$ cat config.mk
export PLATFORM = sky130hd
export DESIGN_NAME = irq_ctrl_pair
export DESIGN_NICKNAME = d
export VERILOG_FILES = /design/src/rtl/irq_bank_pkg.sv /design/src/rtl/frame_timer.sv /design/src/rtl/irq_bank.sv /design/src/rtl/subreset_ctl.sv /design/src/rtl/irq_ctrl_pair.sv
export SDC_FILE = /design/constraint.sdc
export NUM_CORES = 1
export LEC_CHECK = 0
export ABC_AREA = 0
export BUFFER_PORTS_ARGS = -buffer_cell sky130_fd_sc_hd__clkbuf_2
export CELL_PAD_IN_SITES_DETAIL_PLACEMENT = 0
export CELL_PAD_IN_SITES_GLOBAL_PLACEMENT = 1
export CORE_ASPECT_RATIO = 1.4
export CORE_MARGIN = 4
export CORE_UTILIZATION = 45
export DETAILED_ROUTE_END_ITERATION = 8
export PLACE_DENSITY_LB_ADDON = 0.3
export SLEW_MARGIN = 20
export SYNTH_ARGS = -nofsm -noshare
export SYNTH_HDL_FRONTEND = slang
export SYNTH_SLANG_ARGS = --single-unit
$ cat constraint.sdc
create_clock -name clk -period 6.2 [get_ports clk]
set_input_delay 1.24 -clock clk [delete_from_list [all_inputs] [get_ports clk]]
set_output_delay 1.24 -clock clk [all_outputs]
set_load 0.02 [all_outputs]
$ cat src/rtl/irq_bank_pkg.sv
package irq_bank_pkg;
  localparam int IDX_W = 5;
  localparam int NREG  = 1 << IDX_W;
  localparam int LVL_W = 3;
  localparam int NSRC  = 5;

  // source order: shared by level slots and acknowledge slots
  localparam int SRC_IPI = 0;
  localparam int SRC_EXT = 1;
  localparam int SRC_POS = 2;
  localparam int SRC_SER = 3;
  localparam int SRC_VBL = 4;

  localparam int SLOT_LVL_BASE = 3;
  localparam int SLOT_IPI_TRIG = 10;
  localparam int SLOT_ACK_BASE = 11;
  localparam int SLOT_EE_STAT  = 16;
  localparam int SLOT_SND_CTL  = 17;
  localparam int SLOT_SUB_CTL  = 18;
  localparam int SLOT_WDOG     = 19;

  typedef logic [NSRC-1:0][LVL_W-1:0] lvl_vec_t;

  function automatic logic [IDX_W-1:0] slot_of(input int s);
    return IDX_W'(s);
  endfunction

  // highest level among pending sources; level 0 contributes nothing
  function automatic logic [LVL_W-1:0] top_level(input logic [NSRC-1:0] pend,
                                                 input lvl_vec_t lvl);
    logic [LVL_W-1:0] best;
    best = '0;
    for (int i = 0; i < NSRC; i++) begin
      if (pend[i] && (lvl[i] > best)) best = lvl[i];
    end
    return best;
  endfunction
endpackage

$ cat src/rtl/frame_timer.sv
module frame_timer #(
  parameter int LINE_CYCLES = 16,
  parameter int LINES       = 256,
  parameter int POS_LINE    = 64
) (
  input  logic clk,
  input  logic rst_n,
  output logic vbl_evt,
  output logic pos_evt
);
  localparam int CYC_W  = $clog2(LINE_CYCLES + 1);
  localparam int LINE_W = $clog2(LINES + 1);
  localparam logic [CYC_W-1:0]  LAST_CYC  = CYC_W'(LINE_CYCLES - 1);
  localparam logic [LINE_W-1:0] LAST_LINE = LINE_W'(LINES - 1);
  localparam logic [LINE_W-1:0] POS_AT    = LINE_W'(POS_LINE);

  logic [CYC_W-1:0]  cyc;
  logic [LINE_W-1:0] line;

  always_ff @(posedge clk) begin
    if (!rst_n) begin
      cyc  <= '0;
      line <= '0;
    end else if (cyc == LAST_CYC) begin
      cyc  <= '0;
      line <= (line == LAST_LINE) ? '0 : line + 1'b1;
    end else begin
      cyc <= cyc + 1'b1;
    end
  end

  assign vbl_evt = (cyc == '0) && (line == '0);
  assign pos_evt = (cyc == '0) && (line == POS_AT);


  vbl_single_chk: assert property (@(posedge clk) disable iff (!rst_n)
    vbl_evt |=> !vbl_evt);
endmodule

$ cat src/rtl/irq_bank.sv
module irq_bank
  import irq_bank_pkg::*;
#(
  parameter int DATA_W = 16
) (
  input  logic              clk,
  input  logic              rst_n,
  input  logic              sel,
  input  logic              we,
  input  logic [IDX_W-1:0]  idx,
  input  logic [LVL_W-1:0]  wval,
  output logic [DATA_W-1:0] rdata,
  input  logic              ext_evt,
  input  logic              ser_evt,
  input  logic              pos_evt,
  input  logic              vbl_evt,
  input  logic              ipi_in,
  output logic              ipi_out,
  output logic [LVL_W-1:0]  ipl,
  output logic              wdog_kick
);
  logic             wr, rd;
  logic [LVL_W-1:0] regs [NREG];
  lvl_vec_t         lvl;
  logic [NSRC-1:0]  set_vec, ack_hit, pend;

  assign wr = sel && we;
  assign rd = sel && !we;

  for (genvar g = 0; g < NREG; g++) begin : g_slot
    always_ff @(posedge clk) begin
      if (!rst_n)                         regs[g] <= '0;
      else if (wr && idx == slot_of(g))   regs[g] <= wval;
    end
  end

  for (genvar s = 0; s < NSRC; s++) begin : g_src
    assign lvl[s]     = regs[SLOT_LVL_BASE + s];
    assign ack_hit[s] = sel && (idx == slot_of(SLOT_ACK_BASE + s));
    always_ff @(posedge clk) begin
      if (!rst_n)          pend[s] <= 1'b0;
      else if (set_vec[s]) pend[s] <= 1'b1;
      else if (ack_hit[s]) pend[s] <= 1'b0;
    end

    ack_clears_chk: assert property (@(posedge clk) disable iff (!rst_n)
      (ack_hit[s] && !set_vec[s]) |=> !pend[s]);
  end

  assign set_vec[SRC_IPI] = ipi_in;
  assign set_vec[SRC_EXT] = ext_evt;
  assign set_vec[SRC_POS] = pos_evt && (lvl[SRC_POS] != '0);
  assign set_vec[SRC_SER] = ser_evt;
  assign set_vec[SRC_VBL] = vbl_evt;

  assign ipi_out = wr && (idx == slot_of(SLOT_IPI_TRIG));
  assign ipl     = top_level(pend, lvl);

  always_ff @(posedge clk) begin
    if (!rst_n) begin
      rdata     <= '0;
      wdog_kick <= 1'b0;
    end else begin
      wdog_kick <= wr && (idx == slot_of(SLOT_WDOG));
      if (rd) begin
        if (idx == slot_of(SLOT_EE_STAT)) rdata <= '1;
        else                               rdata <= DATA_W'(regs[idx]);
      end
    end
  end


  store_chk: assert property (@(posedge clk) disable iff (!rst_n)
    wr |=> (regs[$past(idx)] == $past(wval)));

  no_idle_request_chk: assert property (@(posedge clk) disable iff (!rst_n)
    (ipl != '0) |-> (pend != '0));

  ee_ready_chk: assert property (@(posedge clk) disable iff (!rst_n)
    (rd && idx == slot_of(SLOT_EE_STAT)) |=> (rdata == '1));

  kick_pulse_chk: assert property (@(posedge clk) disable iff (!rst_n)
    (wr && idx == slot_of(SLOT_WDOG)) |=> wdog_kick);
endmodule

$ cat src/rtl/subreset_ctl.sv
module subreset_ctl
  import irq_bank_pkg::*;
(
  input  logic             clk,
  input  logic             rst_n,
  input  logic             sel,
  input  logic             we,
  input  logic [IDX_W-1:0] idx,
  input  logic             wbit,
  output logic             snd_hold,
  output logic             sub_hold
);
  logic snd_wr, sub_wr;
  assign snd_wr = sel && we && (idx == slot_of(SLOT_SND_CTL));
  assign sub_wr = sel && we && (idx == slot_of(SLOT_SUB_CTL));

  always_ff @(posedge clk) begin
    if (!rst_n) begin
      snd_hold <= 1'b1;
      sub_hold <= 1'b1;
    end else begin
      if (snd_wr) snd_hold <= !wbit;
      if (sub_wr) sub_hold <= !wbit;
    end
  end


  snd_ctl_chk: assert property (@(posedge clk) disable iff (!rst_n)
    snd_wr |=> (snd_hold == !$past(wbit)));

  sub_ctl_chk: assert property (@(posedge clk) disable iff (!rst_n)
    sub_wr |=> (sub_hold == !$past(wbit)));
endmodule

$ cat src/rtl/irq_ctrl_pair.sv
module irq_ctrl_pair
  import irq_bank_pkg::*;
#(
  parameter int LINE_CYCLES = 16,
  parameter int LINES       = 256,
  parameter int POS_LINE    = 64,
  parameter int DATA_W      = 16
) (
  input  logic              clk,
  input  logic              rst_n,
  input  logic              m_sel,
  input  logic              m_we,
  input  logic [IDX_W-1:0]  m_idx,
  input  logic [LVL_W-1:0]  m_wdata,
  output logic [DATA_W-1:0] m_rdata,
  input  logic              m_ext_irq,
  input  logic              m_ser_irq,
  output logic [LVL_W-1:0]  m_ipl,
  output logic              m_wdog_kick,
  input  logic              s_sel,
  input  logic              s_we,
  input  logic [IDX_W-1:0]  s_idx,
  input  logic [LVL_W-1:0]  s_wdata,
  output logic [DATA_W-1:0] s_rdata,
  input  logic              s_ext_irq,
  input  logic              s_ser_irq,
  output logic [LVL_W-1:0]  s_ipl,
  output logic              s_wdog_kick,
  output logic              snd_rst,
  output logic              slv_rst,
  output logic              io_rst
);
  logic vbl_evt, pos_evt;
  logic m_to_s_ipi, s_to_m_ipi;
  logic sub_hold;

  frame_timer #(.LINE_CYCLES(LINE_CYCLES), .LINES(LINES), .POS_LINE(POS_LINE)) u_frame (
    .clk(clk), .rst_n(rst_n), .vbl_evt(vbl_evt), .pos_evt(pos_evt));

  irq_bank #(.DATA_W(DATA_W)) u_mbank (
    .clk(clk), .rst_n(rst_n), .sel(m_sel), .we(m_we), .idx(m_idx), .wval(m_wdata),
    .rdata(m_rdata), .ext_evt(m_ext_irq), .ser_evt(m_ser_irq), .pos_evt(pos_evt),
    .vbl_evt(vbl_evt), .ipi_in(s_to_m_ipi), .ipi_out(m_to_s_ipi), .ipl(m_ipl),
    .wdog_kick(m_wdog_kick));

  irq_bank #(.DATA_W(DATA_W)) u_sbank (
    .clk(clk), .rst_n(rst_n), .sel(s_sel), .we(s_we), .idx(s_idx), .wval(s_wdata),
    .rdata(s_rdata), .ext_evt(s_ext_irq), .ser_evt(s_ser_irq), .pos_evt(pos_evt),
    .vbl_evt(vbl_evt), .ipi_in(m_to_s_ipi), .ipi_out(s_to_m_ipi), .ipl(s_ipl),
    .wdog_kick(s_wdog_kick));

  // only the master's bus reaches the sub-processor reset holds
  subreset_ctl u_reset (
    .clk(clk), .rst_n(rst_n), .sel(m_sel), .we(m_we), .idx(m_idx), .wbit(m_wdata[0]),
    .snd_hold(snd_rst), .sub_hold(sub_hold));

  assign slv_rst = sub_hold;
  assign io_rst  = sub_hold;
endmodule

==> impl_results.md, run 1 <==
- RSZ-0062 raised after global routing: yes
- Layout Skew: 9.60 ps
- Critical Path Source: u_sbank.regs[3][0]
- Yosys reg bits: approximately 230
- WS Path Type: flop to primary output
- Die width: 145 um
- Fin. Hold Viols: 0
- Commonest non-fill, non-tap cells in the layout: edfxtp_1 (190), and2_1 (181), nor2_1 (97)
- WL met1: 10,700 um
- Pins Over Slew Limit: 0
- Synthesis warning total: 0
- Drt wl/cell: 20.6 um
- Final instance area: 13,600 um2
- Layout cell share with drive strength beyond 1: 24.1%
- Root Buffer: clkbuf_16
- CTS Buf Count: 25
- Core area: 26,100 um2
- Leakage power: 4.87 nW
- Top layer used by detailed routing: met4
- Dominant cells by area after synthesis: edfxtp_1 (48%), mux4_2 (11%), and2_1 (9.7%), dfxtp_1 (6.1%), o21ai_0 (3.5%)
- Critical Path Max Stage Delay: 380 ps
- Layout fillers: around 2.2k
- Hpwl dp: 20,100 um
- Final net count: roughly 1.1k
- WL met2: 15,900 um
- Number of global-route vias before repair: 8,172
- First-pass GRT wire length: 45,100 um
- Status: finished with violations
- Final antenna-violating net count: 0
- Pre-antenna DRT Iters: 5
- Clk Latency, worst-skew pair: 520 ps
- Ys flop type: edfxtp_1
- Pin count of the biggest net entering global routing: 58
- Power Density: 264 nW/um2
- Placed insts: about 1.3k
- Max Clk Rate: 147 MHz
- Clk sinks: 226
- P&R area growth vs syn: 14.3%
- Fraction of registers with async set/reset: 0%
- Initial antenna violation count: 0
- Antenna Cells: 0
- Commonest non-fill, non-tap cell in the layout: edfxtp_1
- TritonCTS clock tree: done
- Max-cap viol count: 0
- IO Pins: 69
- CTS H-Tree Depth: 1
- Total wire length: 28,900 um
- Worst slew pin tran: 962 ps
- Starting Density: 45.6%
- Data arrival time of the worst path: 5580 ps
- Top cell type's share of synthesized area: 48.0%
- Period utilization: 110%
- Final setup margin: -616 ps
- Worst path slowest cell: edfxtp_1
- Critical path endpoint category: primary output
- Maximum VDD drop: 0.000188 V
- Placer Congestion: 0.811
- Vias per std cell: 5.63
- Final Util: 52.1%
- Mapped Nets: 1,058
- PortBufs: 68
- Min Tclk post-route: 6820 ps
- Congestion Overflow GR: 0
- Die area: 29,100 um2
- Via count: approximately 7.9k
- Die H: 200 um
- Clock buffer depth: 3
- DRC Markers: 0
- Post-Syn Area: ~12,000 um2
- Startpoint Class: flop
- Starting DRC count in detailed routing: 361
- FF-to-FF Start: u_sbank.regs[4][2]
- Number of synthesized flops with an enable pin: 190
- Failing checks: setup timing
- Syn Inst Count: 1,009
- Crit-path max FO: 6
- Final Non-Filler Cells: roughly 1.4k
- Min-delay worst type: flop to flop
- Wire length on met3: around 1100 um
- Row cnt: 70
- Setup TNS: -2590 ps
- Count of cell types in the netlist: 59
- Worst endpoint required time: 4960 ps
- Area after DPL: 12,600 um2
- Rel. slew slack: 35.8%
- Largest area contributor in the netlist: edfxtp_1
- Seq/Total Area, Yosys: 54.0%
- Tot GR Track Use: 19.7%
- Worst hold start: u_frame.cyc[0]
- Syn avg cell area: 11.8 um2
- Setup Viol. Count Final: 6
- Clock-pin slew on the worst setup and hold paths: 60 ps
## repair_timing
item / 4_1_cts / 5_1_grt
hold buffers: 0 / 0
setup buffers: 10 / 1
setup endpoints to repair: 6 / 6
endpoints found under the hold margin: 0 / 0
pin swaps: 23 / 5
gates resized for setup: 26 / 15
## metrics by stage
step	total power [mW]	hold slack, ps	setup slack, ps
finish	3.59	463	-616
global route	3.72	490	-908
CTS	3.62	467	-675
detailed placement	2.17	454	-245
global placement	2.16	449	-180
floorplan	2.03	430	-209
## Yosys cell counts (all sizes together), types with 3 or more instances
cell    count
a211oi      3
a21oi      26
a221o       4
and2      186
and3       14
buf        37
clkbuf     50
dfxtp      36
edfxtp    190
ha         23
inv        23
mux2i       4
mux4       58
nand2      44
nand2b     10
nand3      22
nand4       9
nand4b      3
nor2      101
nor2b      15
nor4        3
o211ai      5
o21a        6
o21ai      82
o22ai      10
o311ai      3
o31ai       3
or2         4
xnor2       3
xor2        4
## state kept, by name, summed over array words and instances (netlist names), 4 cells and up
signal / count
u_sbank.rdata: 4
u_mbank.regs: 95
u_frame.cyc: 5
u_frame.line: 9
u_mbank.rdata: 4
u_mbank.pend: 5
u_sbank.pend: 5
u_sbank.regs: 95
## cell type report
cell class	count	area (um2)	share of cell area [%]
Sequential cell	226	6430	47.3
Multi-Input combinational cell	672	5200	38.2
Timing Repair Buffer	109	689	5.07
Clock buffer	32	662	4.87
Tap cell	324	405	2.98
Clock inverter	13	124	0.911
Inverter	24	90.1	0.663
## report_power, final
part	switching [mW]	leakage (nW)	internal, mW
clock network	0.591	0.380	0.837
registers	0.0374	2.10	1.72
logic	0.226	2.39	0.178
## layer usage
metal	vias to the layer above	track usage, %
li1	3759	-
met1	3864	21.9
met2	194	37.6
met3	65	2.42
met4	0	8.21
met5	-	0
## cells by family after synthesis
kind of cell	Yosys count	share of synthesized area, %
and+or+nand+nor	419	18.9
DFF	226	54.0
AOI/OAI and AO/OA	158	8.09
buffers and inverters	111	4.45
muxes	64	11.5
adders and majority gates	24	2.51
xor gates and xnor gates	7	0.516
## critical path, delay by kind of cell, from the launching register on
family	cells	cell delay (ps)
buf+inv	3	420
flops	1	380
fa+ha+maj	5	1190
simple gates	9	1180
mux	1	310
compound gates	9	1560
## final timing paths
| path | slack (ps) | depth (start not counted) | endpoint |
|---|---|---|---|
| worst max register to register | 4050 | 5 | u_sbank.rdata[2] |
| worst min register to register | 460 | 1 | u_frame.cyc[0] |
| worst min-delay path | 460 | 1 | u_frame.cyc[0] |
| worst max-delay path | -620 | 27 | s_ipl[0] |
Note: power is estimated with default switching activity, not from simulation.
==> inputs of run 2 (changes only) <==
Settings changed: CELL_PAD_IN_SITES_DETAIL_PLACEMENT 0 to 1.
==> run 2 against run 1 <==
Compared with the run above:
- the flow still finishes with violations (setup timing)
- wire length rose by 11%
- core utilization rose by 0.85 points
- clock power rose by 6%
- sequential share of layout area fell by 0.74 points
- highest routed layer unchanged
- design area rose by 1.6%
- global-route usage rose by 2.3 points
- largest power group unchanged
- final cell count rose by 1.1%
- non-clock buffer count rose by 14
- first-iteration DRC count rose by 44%
- power rose by 3.5%
==> impl_results.md, run 2 (synthesis results as in run 1) <==
- Hpwl dp: 22,000 um (was 20,100 um)
- Antenna Cells: 0 (unchanged)
- Placed insts: 1,344 (unchanged)
- Setup Viol. Count Final: 6 (unchanged)
- Die H: 200 um (unchanged)
- Min Tclk post-route: 6880 ps (was 6820 ps)
- Final Non-Filler Cells: 1,415 (was 1,400)
- Fin Hold WS: 472 ps (was 463 ps)
- Startpoint Class: flop (unchanged)
- Vias per std cell: 5.77 (was 5.63)
- Starting DRC count in detailed routing: 520 (was 361)
- PortBufs: 68 (unchanged)
- Layout cell share with drive strength beyond 1: 25.9% (was 24.1%)
- TritonCTS clock tree: done (unchanged)
- DRC Markers: 0 (unchanged)
- Commonest non-fill, non-tap cell in the layout: edfxtp_1 (unchanged)
- Max-cap viol count: 0 (unchanged)
- Max Clk Rate: 145 MHz (was 147 MHz)
- Root Buffer: clkbuf_16 (unchanged)
- Hold-fix buffers, CTS: 0 (unchanged)
- Drt wl/cell: 22.7 um (was 20.6 um)
- First-pass GRT wire length: 50,400 um (was 45,100 um)
- Total wire length: 32,100 um (was 28,900 um)
- Status: finished with violations (unchanged)
- Placer Congestion: 0.811 (unchanged)
- Pin count of the biggest net entering global routing: 58 (unchanged)
- P&R area growth vs syn: 16.2% (was 14.3%)
- Die area: 29,100 um2 (unchanged)
- Starting Density: 45.6% (unchanged)
- Maximum VDD drop: 0.000231 V (was 0.000188 V)
- Clock-pin slew on the worst setup and hold paths: 60 ps (about the same)
- Row cnt: 70 (unchanged)
- Die width: 145 um (unchanged)
- Critical Path Source: u_sbank.regs[3][1] (was u_sbank.regs[3][0])
- Number of global-route vias before repair: 8,971 (was 8,172)
- Layout Skew: 20.2 ps (was 9.60 ps)
- Rel. slew slack: 35.1% (was 35.8%)
- Pins Over Slew Limit: 0 (unchanged)
- Core area: 26,100 um2 (unchanged)
- IO Pins: 69 (unchanged)
- RSZ-0062 raised after global routing: yes (unchanged)
- Final antenna-violating net count: 0 (unchanged)
- Dpl ws: -315 ps (was -245 ps)
- Crit-path max FO: 6 (unchanged)
- Power Density: 269 nW/um2 (was 264 nW/um2)
- Initial antenna violation count: 0 (unchanged)
- Period utilization: 111% (was 110%)
- Worst R2R Path Depth: 5 (unchanged)
- RR Endpoint: u_sbank.rdata[2] (unchanged)
- Failing checks: setup timing (unchanged)
- Clock buffer depth: 3 (unchanged)
- CTS H-Tree Depth: 1 (unchanged)
- Critical path endpoint category: primary output (unchanged)
- Top Registers: u_mbank.regs (95), u_sbank.regs (95), u_frame.line (9) (unchanged)
- Congestion Overflow GR: 0 (unchanged)
- WS Path Type: flop to primary output (unchanged)
- Final setup margin: -680 ps (was -616 ps)
- Leakage power: 4.99 nW (was 4.87 nW)
- Worst slew pin tran: 973 ps (was 962 ps)
- Clk sinks: 226 (unchanged)
- Pre-antenna DRT Iters: 4 (was 5)
- Final net count: 1,121 (was 1,107)
- Via count: 8,160 (was 7,882)
- Clk Latency, worst-skew pair: 530 ps (was 520 ps)
- Data arrival time of the worst path: 5640 ps (was 5580 ps)
- CTS Buf Count: 25 (unchanged)
- R2R Setup Slk: 3990 ps (was 4050 ps)
- Min-delay worst type: flop to flop (unchanged)
- Commonest non-fill, non-tap cells in the layout: edfxtp_1 (190), and2_1 (180), nor2_1 (96) (was edfxtp_1 (190), and2_1 (181), nor2_1 (97))
- Tot GR Track Use: 22.0% (was 19.7%)
- CP Capture Point: s_ipl[0] (unchanged)
- FF-to-FF Start: u_sbank.regs[4][2] (unchanged)
- Fin. Hold Viols: 0 (unchanged)
- Worst endpoint required time: 4960 ps (about the same)
[run 2: cell count changes in the layout (fill, tap and decap cells not counted), sizes merged]
cell / delta
clkinv: -2
clkbuf: +4
bufinv: +1
buf: +14
clkinvlp: -2
[run 2: repair_timing]
| action | in CTS | in global routing |
|---|---|---|
| pin swaps | 21 | 24 |
| setup endpoints to repair | 6 | 6 |
| resized for setup | 31 | 20 |
| setup buffers | 16 | 9 |
[run 2: through the flow]
stage | area, um2 | utilization (%) | TNS, ps | total power, mW
global route | 13800 | 52.9 | -5120 | 3.85
floorplan | 12000 | - | -927 | 2.03
CTS | 13700 | 52.4 | -3130 | 3.73
global placement | 12600 | 48.2 | -343 | 2.16
finish | 13800 | 52.9 | -3340 | 3.72
detailed placement | 12600 | 48.2 | -764 | 2.17
[run 2: how the worst min path moves through the flow]
stage                     start               end  slack (ps)  cells past startpoint
3_5_place_dp     u_frame.cyc[0]    u_frame.cyc[0]         460                      1
5_1_grt        u_mbank.rdata[2]  u_mbank.rdata[2]         500                      2
4_1_cts        u_sbank.rdata[0]  u_sbank.rdata[0]         480                      2
6_report       u_sbank.rdata[0]  u_sbank.rdata[0]         470                      2
2_1_floorplan    u_frame.cyc[0]    u_frame.cyc[0]         430                      1
3_3_place_gp     u_frame.cyc[0]    u_frame.cyc[0]         450                      1
[run 2: metal layers]
layer	track usage, %	share of wire [%]
met5	0	0
met4	8.38	4.0
met3	2.74	3.5
met2	43.1	57
met1	23.8	35
[run 2: area by class of cell]
cell class	instances	area (um2)
clock buffers	36	718
clock inverters	10	133
fillers	2683	12300
inverters	24	90.1
multi-input cells	672	5240
flip-flops and latches	226	6430
well taps	324	405
repair buffers	123	798
[run 2: report_power, final]
| part | internal (mW) | switching (mW) | leakage [nW] |
|---|---|---|---|
| combinational | 0.193 | 0.239 | 2.47 |
| clock | 0.931 | 0.592 | 0.421 |
| sequential | 1.72 | 0.0405 | 2.10 |
| total | 2.84 | 0.872 | 4.99 |
[run 2: critical path, stage by stage (launching register included)]
cell      delay, ps
edfxtp_1        390
nand2_2         100
ha_4            300
nand2b_4         50
a32oi_2         180
and2_4          180
mux2_4          320
ha_4            280
nor2_4           40
maj3_2          290
a221o_1         330
nor2_1          110
ha_2            190
inv_2            40
a21oi_2         140
a21oi_2          50
o211a_1         200
a32o_2          230
or2_1           230
and2_4          160
ha_4            210
nor2b_4         110
o21a_1          160
o211ai_1        200
buf_4           200
nand2b_4         60
o31ai_4         170
clkbuf_8        180
==> inputs of run 3 (changes only) <==
Settings changed: ABC_AREA 0 to 1, CORE_UTILIZATION 45 to 43.
==> run 3 against run 2 <==
Compared with the run above:
- the flow still finishes with violations (setup timing)
- via count increased by 17%
- global-route usage grew 0.36 points
- combinational power up 3%
- die area is 2.4% higher
- register-to-register slack gained 120 ps
- largest power group unchanged
- highest routed layer unchanged
- maximum frequency rose by 11%
- worst hold slack worse by 13 ps
- core utilization fell by 2.5 points
- sequential cell count increased by 2
- clock-buffer cell count fell by 7
==> impl_results.md, run 3 <==
- Worst R2R Path Depth: 10 (was 5)
- FF/Latch Area: 6490 um2 (was 6430 um2)
- IO Pins: 69 (unchanged)
- Worst slew pin tran: 969 ps (was 973 ps)
- Syn Inst Count: 1,310 (was 1,009)
- WS Path Type: flop to primary output (unchanged)
- Top cell type's share of synthesized area: 49.5% (was 48.0%)
- Layout cell share with drive strength beyond 1: 18.3% (was 25.9%)
- PortBufs: 68 (unchanged)
- Row cnt: 71 (was 70)
- Final net count: 1,406 (was 1,121)
- TritonCTS clock tree: done (unchanged)
- Period utilization: 100% (was 111%)
- Power Density: 280 nW/um2 (was 269 nW/um2)
- DRC Markers: 0 (unchanged)
- Number of synthesized flops with an enable pin: 192 (was 190)
- First-pass GRT wire length: 52,900 um (was 50,400 um)
- Pins Over Slew Limit: 0 (unchanged)
- CP delay by family, top: simple AND/OR/NAND/NOR gates (was compound AO/OA/AOI/OAI gates)
- Max Clk Rate: 161 MHz (was 145 MHz)
- Multi-input logic area: 4690 um2 (was 5240 um2)
- Count of cell types in the netlist: 41 (was 59)
- Hold-fix buffers, CTS: 0 (unchanged)
- Total wire length: 34,900 um (was 32,100 um)
- Top Registers: u_mbank.regs (96), u_sbank.regs (96), u_frame.line (9) (was u_mbank.regs (95), u_sbank.regs (95), u_frame.line (9))
- Tot GR Track Use: 22.3% (was 22.0%)
- Worst endpoint required time: 4960 ps (about the same)
- Max-cap viol count: 0 (unchanged)
- Clk Latency, worst-skew pair: 550 ps (was 530 ps)
- Data arrival time of the worst path: 4970 ps (was 5640 ps)
- Layout Skew: 25.5 ps (was 20.2 ps)
- Crit-path max FO: 5 (was 6)
- Post-Syn Area: 11,600 um2 (was 11,900 um2)
- Maximum VDD drop: 0.000183 V (was 0.000231 V)
- Drt wl/cell: 20.1 um (was 22.7 um)
- Failing checks: setup timing (unchanged)
- Pin count of the biggest net entering global routing: 79 (was 58)
- Congestion Overflow GR: 0 (unchanged)
- Crit path buffers/inverters: 6 (was 3)
- Count leader, synth: nor2_1 (was edfxtp_1)
- Ys flop type: edfxtp_1 (unchanged)
- CTS Buf Count: 24 (was 25)
- Placer Congestion: 0.843 (was 0.811)
- Top cells by count, synth: nor2_1 (274), nand2_1 (260), edfxtp_1 (192) (was edfxtp_1 (190), and2_1 (184), nor2_1 (101))
- Initial antenna violation count: 0 (unchanged)
- Final antenna-violating net count: 0 (unchanged)
- Clk pwr share: 41.5% (was 41.0%)
- Vias per std cell: 5.48 (was 5.77)
- Setup TNS: -11.4 ps (was -3340 ps)
- Die width: 147 um (was 145 um)
- Final instance area: 13,500 um2 (was 13,800 um2)
- Final setup margin: -11.4 ps (was -680 ps)
- Clock-pin slew on the worst setup and hold paths: 60 ps (about the same)
- Startpoint Class: flop (unchanged)
- Reg power frac: 46.8% (was 47.4%)
- Area after DPL: 12,100 um2 (was 12,600 um2)
- CTS H-Tree Depth: 1 (unchanged)
- R2R Setup Slk: 4110 ps (was 3990 ps)
- Setup Viol. Count Final: 1 (was 6)
- Antenna Cells: 0 (unchanged)
- Combinational share of power: 11.7% (was 11.6%)
- Rel. slew slack: 35.3% (was 35.1%)
- Commonest non-fill, non-tap cell in the layout: nor2_1 (was edfxtp_1)
- Critical Path Max Stage Delay: 420 ps (was 390 ps)
- Root Buffer: clkbuf_16 (unchanged)
- Fin. Hold Viols: 0 (unchanged)
- Fraction of registers with async set/reset: 0% (unchanged)
- Dominant cells by area after synthesis: edfxtp_1 (50%), nor2_1 (8.8%), nand2_1 (8.4%), dfxtp_1 (6.2%), a22oi_1 (5.0%) (was edfxtp_1 (48%), mux4_2 (11%), and2_1 (9.7%), dfxtp_1 (6.1%), o21ai_0 (3.5%))
- Total power: 3.79 mW (was 3.72 mW)
- Status: finished with violations (unchanged)
- Critical Path Stages: 34 (was 27)
- Layout fillers: 3,133 (was 2,683)
- CP dominant cell by count: nand2_2 (was ha_4)
- Die area: 29,800 um2 (was 29,100 um2)
- Pint: 2.82 mW (was 2.84 mW)
- Starting DRC count in detailed routing: 507 (was 520)
- Seq/Total Area, Yosys: 55.7% (was 54.0%)
- Yosys reg bits: 228 (was 226)
- Via count: 9,531 (was 8,160)
- Starting Density: 43.4% (was 45.6%)
- Syn avg cell area: 8.89 um2 (was 11.8 um2)
- Synthesis warning total: 0 (unchanged)
- Die H: 203 um (was 200 um)
- Clock buffer depth: 3 (unchanged)
- RSZ-0062 raised after global routing: yes (unchanged)
- Mapped Nets: 1,359 (was 1,058)
- Leakage power: 5.31 nW (was 4.99 nW)
- Psw: 964 uW (was 872 uW)
- Net Sw Frac: 25.4% (was 23.5%)
- P&R area growth vs syn: 16.3% (was 16.2%)
- Min-delay worst type: flop to flop (unchanged)
- Core area: 26,800 um2 (was 26,100 um2)
- Critical path endpoint category: primary output (unchanged)
- Number of global-route vias before repair: 10.2k (was 8,971)
- Pre-antenna DRT Iters: 5 (was 4)
- Commonest non-fill, non-tap cells in the layout: nor2_1 (264), nand2_1 (235), edfxtp_1 (192) (was edfxtp_1 (190), and2_1 (180), nor2_1 (96))
- Clk sinks: 228 (was 226)
- Worst Hold Depth: 1 (was 2)
- Largest area contributor in the netlist: edfxtp_1 (unchanged)
- Hpwl dp: 23,400 um (was 22,000 um)
- Min Tclk post-route: 6210 ps (was 6880 ps)
- Worst path slowest cell: edfxtp_1 (unchanged)
run 3: cell count changes in the layout (fill, tap and decap cells not counted), moves of 12 or more:
cell / change
mux4_2: -58
nor2b_1: -12
and2_1: -178
inv_1: +61
nand2_1: +194
a22oi_1: +75
nand2_2: +20
and3_1: -14
o21ai_0: -40
inv_2: +17
nor2_1: +168
buf_4: -14
nand3_2: +16
nand3_1: +69
run 3: layer usage:
metal / wire (um) / share of wire (%) / global-route usage (%) / up-vias
li1: - / - / - / 4539
met1: 12600 / 36 / 23.2 / 4695
met2: 19600 / 56 / 43.9 / 215
met3: 1250 / 3.6 / 2.55 / 82
met4: 1480 / 4.2 / 10.8 / 0
met5: 0 / 0 / 0 / -
run 3: logic make-up (layout without fill, tap and decap cells):
logic type / count (synthesis) / in the layout / synth area share [%]
AND/OR/NAND/NOR: 682 / 682 / 24.1
AO/OA/AOI/OAI: 187 / 187 / 10.4
XOR/XNOR: 2 / 2 / 0.150
adder cells (fa/ha/maj): 23 / 23 / 2.47
buffers and inverters: 188 / 253 / 7.17
flip-flops: 228 / 228 / 55.7
run 3: cell type report:
class,instances,area share (%)
flip-flops and latches,228,47.9
multi-input cells,894,34.6
repair buffers,107,4.97
clock buffers,29,4.73
well taps,365,3.37
inverters,102,2.83
clock inverters,15,1.58
run 3: final timing paths:
path	to	from
max	m_ipl[0]	u_mbank.regs[3][1]
min	u_frame.cyc[0]	u_frame.cyc[0]
max reg2reg	u_frame.line[7]	u_frame.cyc[0]
min reg2reg	u_frame.cyc[0]	u_frame.cyc[0]
run 3: worst register-to-register path, delay by kind of cell, from the launching register on:
family / cells / cell delay [ps]
adders and majority gates: 2 / 430
DFF: 1 / 370
buffers and inverters: 1 / 80
xor gates and xnor gates: 1 / 140
and+or+nand+nor: 6 / 940
run 3: power by group through the flow:
stage	clock (mW)	sequential (mW)	combinational (mW)
finish	1.57	1.77	0.443
floorplan	0	1.79	0.255
global placement	0	1.80	0.358
CTS	1.59	1.77	0.393
detailed placement	0	1.81	0.371
global route	1.66	1.78	0.483
run 3: metrics by stage:
step	setup slack, ps	instances	hold slack, ps	utilization, %
2_1_floorplan	556	1310	430	-
3_3_place_gp	370	1670	446	45.1
3_5_place_dp	118	1670	452	45.1
4_1_cts	1.32	1723	467	49.0
5_1_grt	-317	1740	483	50.5
6_report	-11.4	1740	459	50.5
run 3: what timing repair did:
item,CTS,global route
setup buffers,9,17
pin swaps,25,56
endpoints found under the setup margin,6,6
gates resized for setup,41,68
